File: src/rtl/burst_split_pkg.sv
package burst_split_pkg;

    localparam int MAX_BURST = 16;
    localparam int LEN_W     = $clog2(MAX_BURST) + 1;

    typedef struct packed {
        logic en4;
        logic en8;
        logic en16;
        logic any_len;
        logic align;
    } split_mode_t;

    typedef enum logic [1:0] {
        ST_IDLE,
        ST_ISSUE,
        ST_DRAIN,
        ST_FINISH
    } split_state_t;

endpackage

File: src/rtl/burst_len_pick.sv
module burst_len_pick
    import burst_split_pkg::*;
#(
    parameter int ADDR_W  = 32,
    parameter int CNT_W   = 12,
    parameter int BEAT_SH = 2
) (
    input  split_mode_t        mode,
    input  logic [ADDR_W-1:0]  addr,
    input  logic [CNT_W-1:0]   remaining,
    output logic [LEN_W-1:0]   len,
    output logic [LEN_W-1:0]   max_len
);

    localparam int OFS_W = LEN_W - 1;

    logic [OFS_W-1:0] beat_low;
    logic [OFS_W-1:0] ofs_mask;
    logic [OFS_W-1:0] offset;
    logic [LEN_W-1:0] gap;
    logic [CNT_W-1:0] cap;

    // largest enabled length, priority 16, 8, 4, else single beat
    always_comb begin
        if (mode.en16)      max_len = LEN_W'(16);
        else if (mode.en8)  max_len = LEN_W'(8);
        else if (mode.en4)  max_len = LEN_W'(4);
        else                max_len = LEN_W'(1);
    end

    // distance in beats to the next boundary of the largest length
    always_comb begin
        beat_low = addr[BEAT_SH +: OFS_W];
        ofs_mask = max_len[OFS_W-1:0] - 1'b1;
        offset   = beat_low & ofs_mask;
        gap      = max_len - {1'b0, offset};
        if (mode.align && (offset != '0) && (remaining > CNT_W'(gap)))
            cap = CNT_W'(gap);
        else
            cap = remaining;
    end

    // length choice within the cap
    always_comb begin
        if (mode.any_len) begin
            if (cap >= CNT_W'(max_len)) len = max_len;
            else                        len = cap[LEN_W-1:0];
        end else begin
            if (mode.en16 && cap >= CNT_W'(16))     len = LEN_W'(16);
            else if (mode.en8 && cap >= CNT_W'(8))  len = LEN_W'(8);
            else if (mode.en4 && cap >= CNT_W'(4))  len = LEN_W'(4);
            else                                    len = LEN_W'(1);
        end
    end

endmodule

File: src/rtl/burst_credit.sv
module burst_credit #(
    parameter int LIM_W = 3
) (
    input  logic             clk,
    input  logic             rst_n,
    input  logic             issue,
    input  logic             retire_req,
    input  logic [LIM_W-1:0] limit,
    output logic             room,
    output logic             empty
);

    localparam int CW = LIM_W + 1;

    logic [CW-1:0] open_cnt;
    logic          retire;

    // a completion with nothing open is dropped
    assign retire = retire_req && (open_cnt != '0);

    always_ff @(posedge clk) begin
        if (!rst_n) begin
            open_cnt <= '0;
        end else begin
            unique case ({issue, retire})
                2'b10:   open_cnt <= open_cnt + 1'b1;
                2'b01:   open_cnt <= open_cnt - 1'b1;
                default: open_cnt <= open_cnt;
            endcase
        end
    end

    always_comb begin
        room  = (open_cnt <= {1'b0, limit});
        empty = (open_cnt == '0);
    end

    assert_open_bound_R7: assert property (@(posedge clk) disable iff (!rst_n)
        open_cnt <= ({1'b0, limit} + 1'b1));

    assert_issue_steps_R7: assert property (@(posedge clk) disable iff (!rst_n)
        (issue && !retire) |=> (open_cnt == $past(open_cnt) + 1'b1));

endmodule

File: src/rtl/burst_split_top.sv
module burst_split_top
    import burst_split_pkg::*;
#(
    parameter int ADDR_W     = 32,
    parameter int CNT_W      = 12,
    parameter int LIM_W      = 3,
    parameter int BEAT_BYTES = 4
) (
    input  logic                        clk,
    input  logic                        rst_n,
    input  logic                        cfg_len4_en,
    input  logic                        cfg_len8_en,
    input  logic                        cfg_len16_en,
    input  logic                        cfg_any_len,
    input  logic                        cfg_align,
    input  logic [LIM_W-1:0]            cfg_rd_limit,
    input  logic [LIM_W-1:0]            cfg_wr_limit,
    input  logic                        req_valid,
    output logic                        req_ready,
    input  logic                        req_write,
    input  logic [ADDR_W-1:0]           req_addr,
    input  logic [CNT_W-1:0]            req_beats,
    output logic                        bst_valid,
    input  logic                        bst_ready,
    output logic                        bst_write,
    output logic [ADDR_W-1:0]           bst_addr,
    output logic [burst_split_pkg::LEN_W-1:0] bst_len,
    input  logic                        cmpl_valid,
    output logic                        done
);

    localparam int BEAT_SH = $clog2(BEAT_BYTES);

    split_state_t     state_q, state_d;
    split_mode_t      mode_q;
    logic [LIM_W-1:0] lim_q;
    logic             wr_q;
    logic [ADDR_W-1:0] addr_q;
    logic [CNT_W-1:0] rem_q;

    logic             accept;
    logic             fire;
    logic             last_burst;
    logic [LEN_W-1:0] pick_len;
    logic [LEN_W-1:0] pick_max;
    logic             credit_room;
    logic             credit_empty;

    burst_len_pick #(
        .ADDR_W  (ADDR_W),
        .CNT_W   (CNT_W),
        .BEAT_SH (BEAT_SH)
    ) u_pick (
        .mode      (mode_q),
        .addr      (addr_q),
        .remaining (rem_q),
        .len       (pick_len),
        .max_len   (pick_max)
    );

    burst_credit #(
        .LIM_W (LIM_W)
    ) u_credit (
        .clk        (clk),
        .rst_n      (rst_n),
        .issue      (fire),
        .retire_req (cmpl_valid),
        .limit      (lim_q),
        .room       (credit_room),
        .empty      (credit_empty)
    );

    assign accept     = req_valid && req_ready;
    assign fire       = bst_valid && bst_ready;
    assign last_burst = (rem_q == CNT_W'(pick_len));

    // next-state logic
    always_comb begin
        state_d = state_q;
        unique case (state_q)
            ST_IDLE:   if (accept) state_d = (req_beats == '0) ? ST_FINISH : ST_ISSUE;
            ST_ISSUE:  if (fire && last_burst) state_d = ST_DRAIN;
            ST_DRAIN:  if (credit_empty) state_d = ST_FINISH;
            ST_FINISH: state_d = ST_IDLE;
            default:   state_d = ST_IDLE;
        endcase
    end

    // state register
    always_ff @(posedge clk) begin
        if (!rst_n) state_q <= ST_IDLE;
        else        state_q <= state_d;
    end

    // request context and walking address/count
    always_ff @(posedge clk) begin
        if (!rst_n) begin
            mode_q <= '0;
            lim_q  <= '0;
            wr_q   <= 1'b0;
            addr_q <= '0;
            rem_q  <= '0;
        end else if (accept) begin
            mode_q <= '{en4: cfg_len4_en, en8: cfg_len8_en, en16: cfg_len16_en,
                        any_len: cfg_any_len, align: cfg_align};
            lim_q  <= req_write ? cfg_wr_limit : cfg_rd_limit;
            wr_q   <= req_write;
            addr_q <= req_addr;
            rem_q  <= req_beats;
        end else if (fire) begin
            addr_q <= addr_q + (ADDR_W'(pick_len) << BEAT_SH);
            rem_q  <= rem_q - CNT_W'(pick_len);
        end
    end

    // outputs
    always_comb begin
        req_ready = 1'b0;
        bst_valid = 1'b0;
        done      = 1'b0;
        unique case (state_q)
            ST_IDLE:   req_ready = 1'b1;
            ST_ISSUE:  bst_valid = credit_room;
            ST_DRAIN:  ;
            ST_FINISH: done = 1'b1;
            default:   ;
        endcase
        bst_write = wr_q;
        bst_addr  = addr_q;
        bst_len   = pick_len;
    end

    assert_len_fits_R4: assert property (@(posedge clk) disable iff (!rst_n)
        bst_valid |-> (bst_len != '0) && (bst_len <= pick_max) && (CNT_W'(bst_len) <= rem_q));

    assert_fixed_set_R2: assert property (@(posedge clk) disable iff (!rst_n)
        (bst_valid && !mode_q.any_len) |->
            (bst_len == LEN_W'(1) || bst_len == LEN_W'(4) ||
             bst_len == LEN_W'(8) || bst_len == LEN_W'(16)));

    assert_hold_R8: assert property (@(posedge clk) disable iff (!rst_n)
        (bst_valid && !bst_ready) |=> (bst_valid && $stable(bst_addr) && $stable(bst_len)));

    assert_idle_only_R9: assert property (@(posedge clk) disable iff (!rst_n)
        req_ready |-> !bst_valid && !done);

    assert_done_drained_R10: assert property (@(posedge clk) disable iff (!rst_n)
        done |-> credit_empty && !req_ready);

    assert_done_pulse_R10: assert property (@(posedge clk) disable iff (!rst_n)
        done |=> !done);

    assert_addr_step_R6: assert property (@(posedge clk) disable iff (!rst_n)
        (fire && !last_burst) |=> bst_addr != $past(bst_addr));

endmodule

File: config.mk
export PLATFORM = sky130hd
export DESIGN_NAME = burst_split_top
export DESIGN_NICKNAME = d
export VERILOG_FILES = /design/src/rtl/burst_split_pkg.sv /design/src/rtl/burst_len_pick.sv /design/src/rtl/burst_credit.sv /design/src/rtl/burst_split_top.sv
export SDC_FILE = /design/constraint.sdc
export NUM_CORES = 1
export LEC_CHECK = 0
export BUFFER_PORTS_ARGS = -buffer_cell sky130_fd_sc_hd__buf_2
export CAP_MARGIN = 40
export CELL_PAD_IN_SITES_DETAIL_PLACEMENT = 0
export CELL_PAD_IN_SITES_GLOBAL_PLACEMENT = 1
export CORE_MARGIN = 1.5
export CORE_UTILIZATION = 25
export DETAILED_ROUTE_END_ITERATION = 16
export PLACE_DENSITY = 0.56
export SLEW_MARGIN = 0
export SYNTH_ARGS = -nofsm -noshare
export SYNTH_HDL_FRONTEND = slang
export SYNTH_HIERARCHICAL = 1
export SYNTH_SLANG_ARGS = --single-unit
File: constraint.sdc
create_clock -name clk -period 6.7 [get_ports clk]
set_input_delay 1.005 -clock clk [delete_from_list [all_inputs] [get_ports clk]]
set_output_delay 1.005 -clock clk [all_outputs]
set_load 0.01 [all_outputs]
==> qor.csv <==
stage;metric;value;unit
final_layout;Final Net Count;704;
die;Die Area;17540;sq um
global_route;antenna violations before repair;0;
sta;Final Skew;0.005709;ns
clock_tree;clk buf depth;2;
synth;syn nets;611;
sta;Worst Tran Pin Value;0.7492;ns
worst_setup_path;WP data required;6.92;ns
worst_setup_path;WP data arrival;6.36;ns
placed_design;number of port buffers;101;
worst_setup_path;CP endpoint kind;register;
placed_design;hpwl dp;9.698;mm
power_and_ir_drop;Leakage;2.164;nW
drt;Via density;4.913;
clock_tree;worst-skew pair later-pin latency;0.33;ns
worst_setup_path;cell family with most CP delay;simple AND/OR/NAND/NOR gates;
worst_setup_path;Max FO, Critical Path;9;
clock_tree;TritonCTS Buffers;9;
drt;DRT Pass-1 Iters;4;
die;Cell Rows;47;
drt;Routed wire per std cell;15.64;microns
drt;remaining antenna violation count;0;
drt;DR iter-0 viols;252;
global_route;largest net degree at the start of global routing;64;
global_route;first-pass GRT wire length;21.25;mm
drt;vias;4112;
die;core box area;16470;sq um
worst_setup_path;CP most frequent cell;ha_1;
sta;Final period util;91.62;%
sta;Hold Vio Cnt, Final;0;
synth;mean post-synth cell area;8.069;sq um
sta;final setup violating endpoints;0;
power_and_ir_drop;Max VDD drop;0.1383;mV
final_layout;Layout area overhead;24.86;%
global_route;GRT Total Usage;15.09;%
worst_setup_path;slowest CP cell;or4_1;
sta;RSZ-0062 raised after global routing;false;
worst_setup_path;Worst Setup Path Type;reg2reg;
worst_setup_path;Worst Path Buf+Inv;2;
clock_tree;CTS clk-pin slew, worst paths;0.05;ns
clock_tree;clk sink count;59;
sta;Max Clk Rate;162.9;MHz
global_route;grt ovf;0;
worst_setup_path;Crit path largest cell delay;0.54;ns
die;initial core utilization;25.43;%
worst_setup_path;crit path launch type;register;
die;Die Ht;132.4;microns
die;Boundary Pins;102;
flow_run;# Max-Cap Violations;0;
synth;Ys Warns;6;
final_layout;layout cells sized above 1;23.34;%
sta;final slew viol count;0;
final_layout;Filler Cell Count;1813;
sta;Final min period;6.139;ns
clock_tree;CTS root buf;clkbuf_16;
clock_tree;postcts setup bufs;0;
sta;Slew headroom;49.91;%
run_status;outcome;complete, no violations;
power_and_ir_drop;power per cell area;332.2;nW/um^2
final_layout;n_diodes;0;
final_layout;Non-Filler Instances;837;
global_route;vias in the first global route;4114;
synth;Post-Synthesis Cells;519;
sta;sum of negative setup slack;0;ns
drt;WL final;13.09;mm
sta;Min Hold Slack;0.4644;ns
clock_tree;CTS tree;built;
clock_tree;CTS Hold Buffers Added;0;
synth;Cell Area, Synth;4188;sq um
placed_design;gp weighted congestion;0.8292;
drt;DRC;0;
min_path;worst min-delay path class;reg2reg;
clock_tree;CTS H-Tree Depth;3;
placed_design;placed insts;821;
clock_tree;post-cts resize count;0;
die;DIE WIDTH;132.4;microns
==> where the power goes <==
part / internal [mW] / switching, mW
clock: 0.287 / 0.174
combinational: 0.321 / 0.438
sequential: 0.424 / 0.0935
==> worst min-delay path, stage by stage, from the launching register on <==
cell and delay [ns]:
dfxtp_1 0.31, nand2_1 0.05, a21boi_0 0.06
==> cells in the final DEF (no fill, tap or decap), drive strengths merged, types with 2 or more instances in the layout <==
| cell | instances |
|---|---|
| mux2 | 3 |
| a21oi | 47 |
| nand2 | 60 |
| mux2i | 10 |
| nor2 | 20 |
| xor2 | 6 |
| nor3 | 10 |
| and4 | 4 |
| a21boi | 12 |
| xnor2 | 33 |
| clkinv | 4 |
| nand2b | 5 |
| fa | 3 |
| nand3 | 20 |
| o21a | 4 |
| a211o | 3 |
| buf | 109 |
| o211a | 6 |
| dfxtp | 59 |
| ha | 28 |
| a2111oi | 7 |
| nor4 | 8 |
| or4 | 5 |
| o21ai | 41 |
| nor2b | 4 |
| a21o | 8 |
| nand4b | 2 |
| o31ai | 4 |
| or3 | 2 |
| a31oi | 3 |
| and2 | 6 |
| a211oi | 10 |
| nor3b | 2 |
| o211ai | 3 |
| clkbuf | 11 |
| nand4 | 7 |
| a221oi | 2 |
| inv | 29 |
==> layer usage <==
layer | share of wire [%] | track usage [%] | routed length, microns | vias up
met2 | 46 | 24.14 | 6015 | 100
li1 | - | - | - | 2081
met4 | 1.5 | 6.044 | 193 | 0
met1 | 49 | 20.27 | 6402 | 1914
met5 | 0 | 0 | 0 | -
met3 | 3.7 | 2.490 | 482 | 17
==> path summary, 6_finish.rpt <==
kind                     end      start  slack, ns  cells past startpoint
setup / recovery  state_q[1]  mode_q[4]       0.56                     25
hold / removal     mode_q[0]  mode_q[0]       0.46                      2
setup reg to reg  state_q[1]  mode_q[4]       0.56                     25
hold reg to reg    mode_q[0]  mode_q[0]       0.46                      2
==> cell type report <==
type                    instances  area [sq um]  share of cell area (%)
clock inverters                 5         53.80                   1.029
inverters                      29         108.9                   2.082
well taps                     220         275.3                   5.264
flip-flops and latches         59          1181                   22.59
clock buffers                  11         232.7                   4.451
multi-input cells             404          2811                   53.77
repair buffers                109         565.5                   10.82
==> sequential cells by signal, summed over array words and instances, names as in the netlist <==
register,cells
mode_q,5
rem_q,12
lim_q,3
u_credit/open_cnt,4
bst_addr,32
state_q,2
bst_write,1
==> stage by stage <==
stage | power (mW) | cell area (sq um) | utilization (%) | setup WS [ns]
after global placement | 1.269 | 4916 | 29.86 | 0.5543
after global routing | 1.875 | 5229 | 31.76 | 0.1438
after detailed placement | 1.277 | 4916 | 29.86 | 0.2273
after CTS | 1.751 | 5202 | 31.60 | 0.1586
final | 1.737 | 5229 | 31.76 | 0.5615
after floorplan | 1.046 | 4188 | - | 0.8042
(Power assumes the default switching activity.)
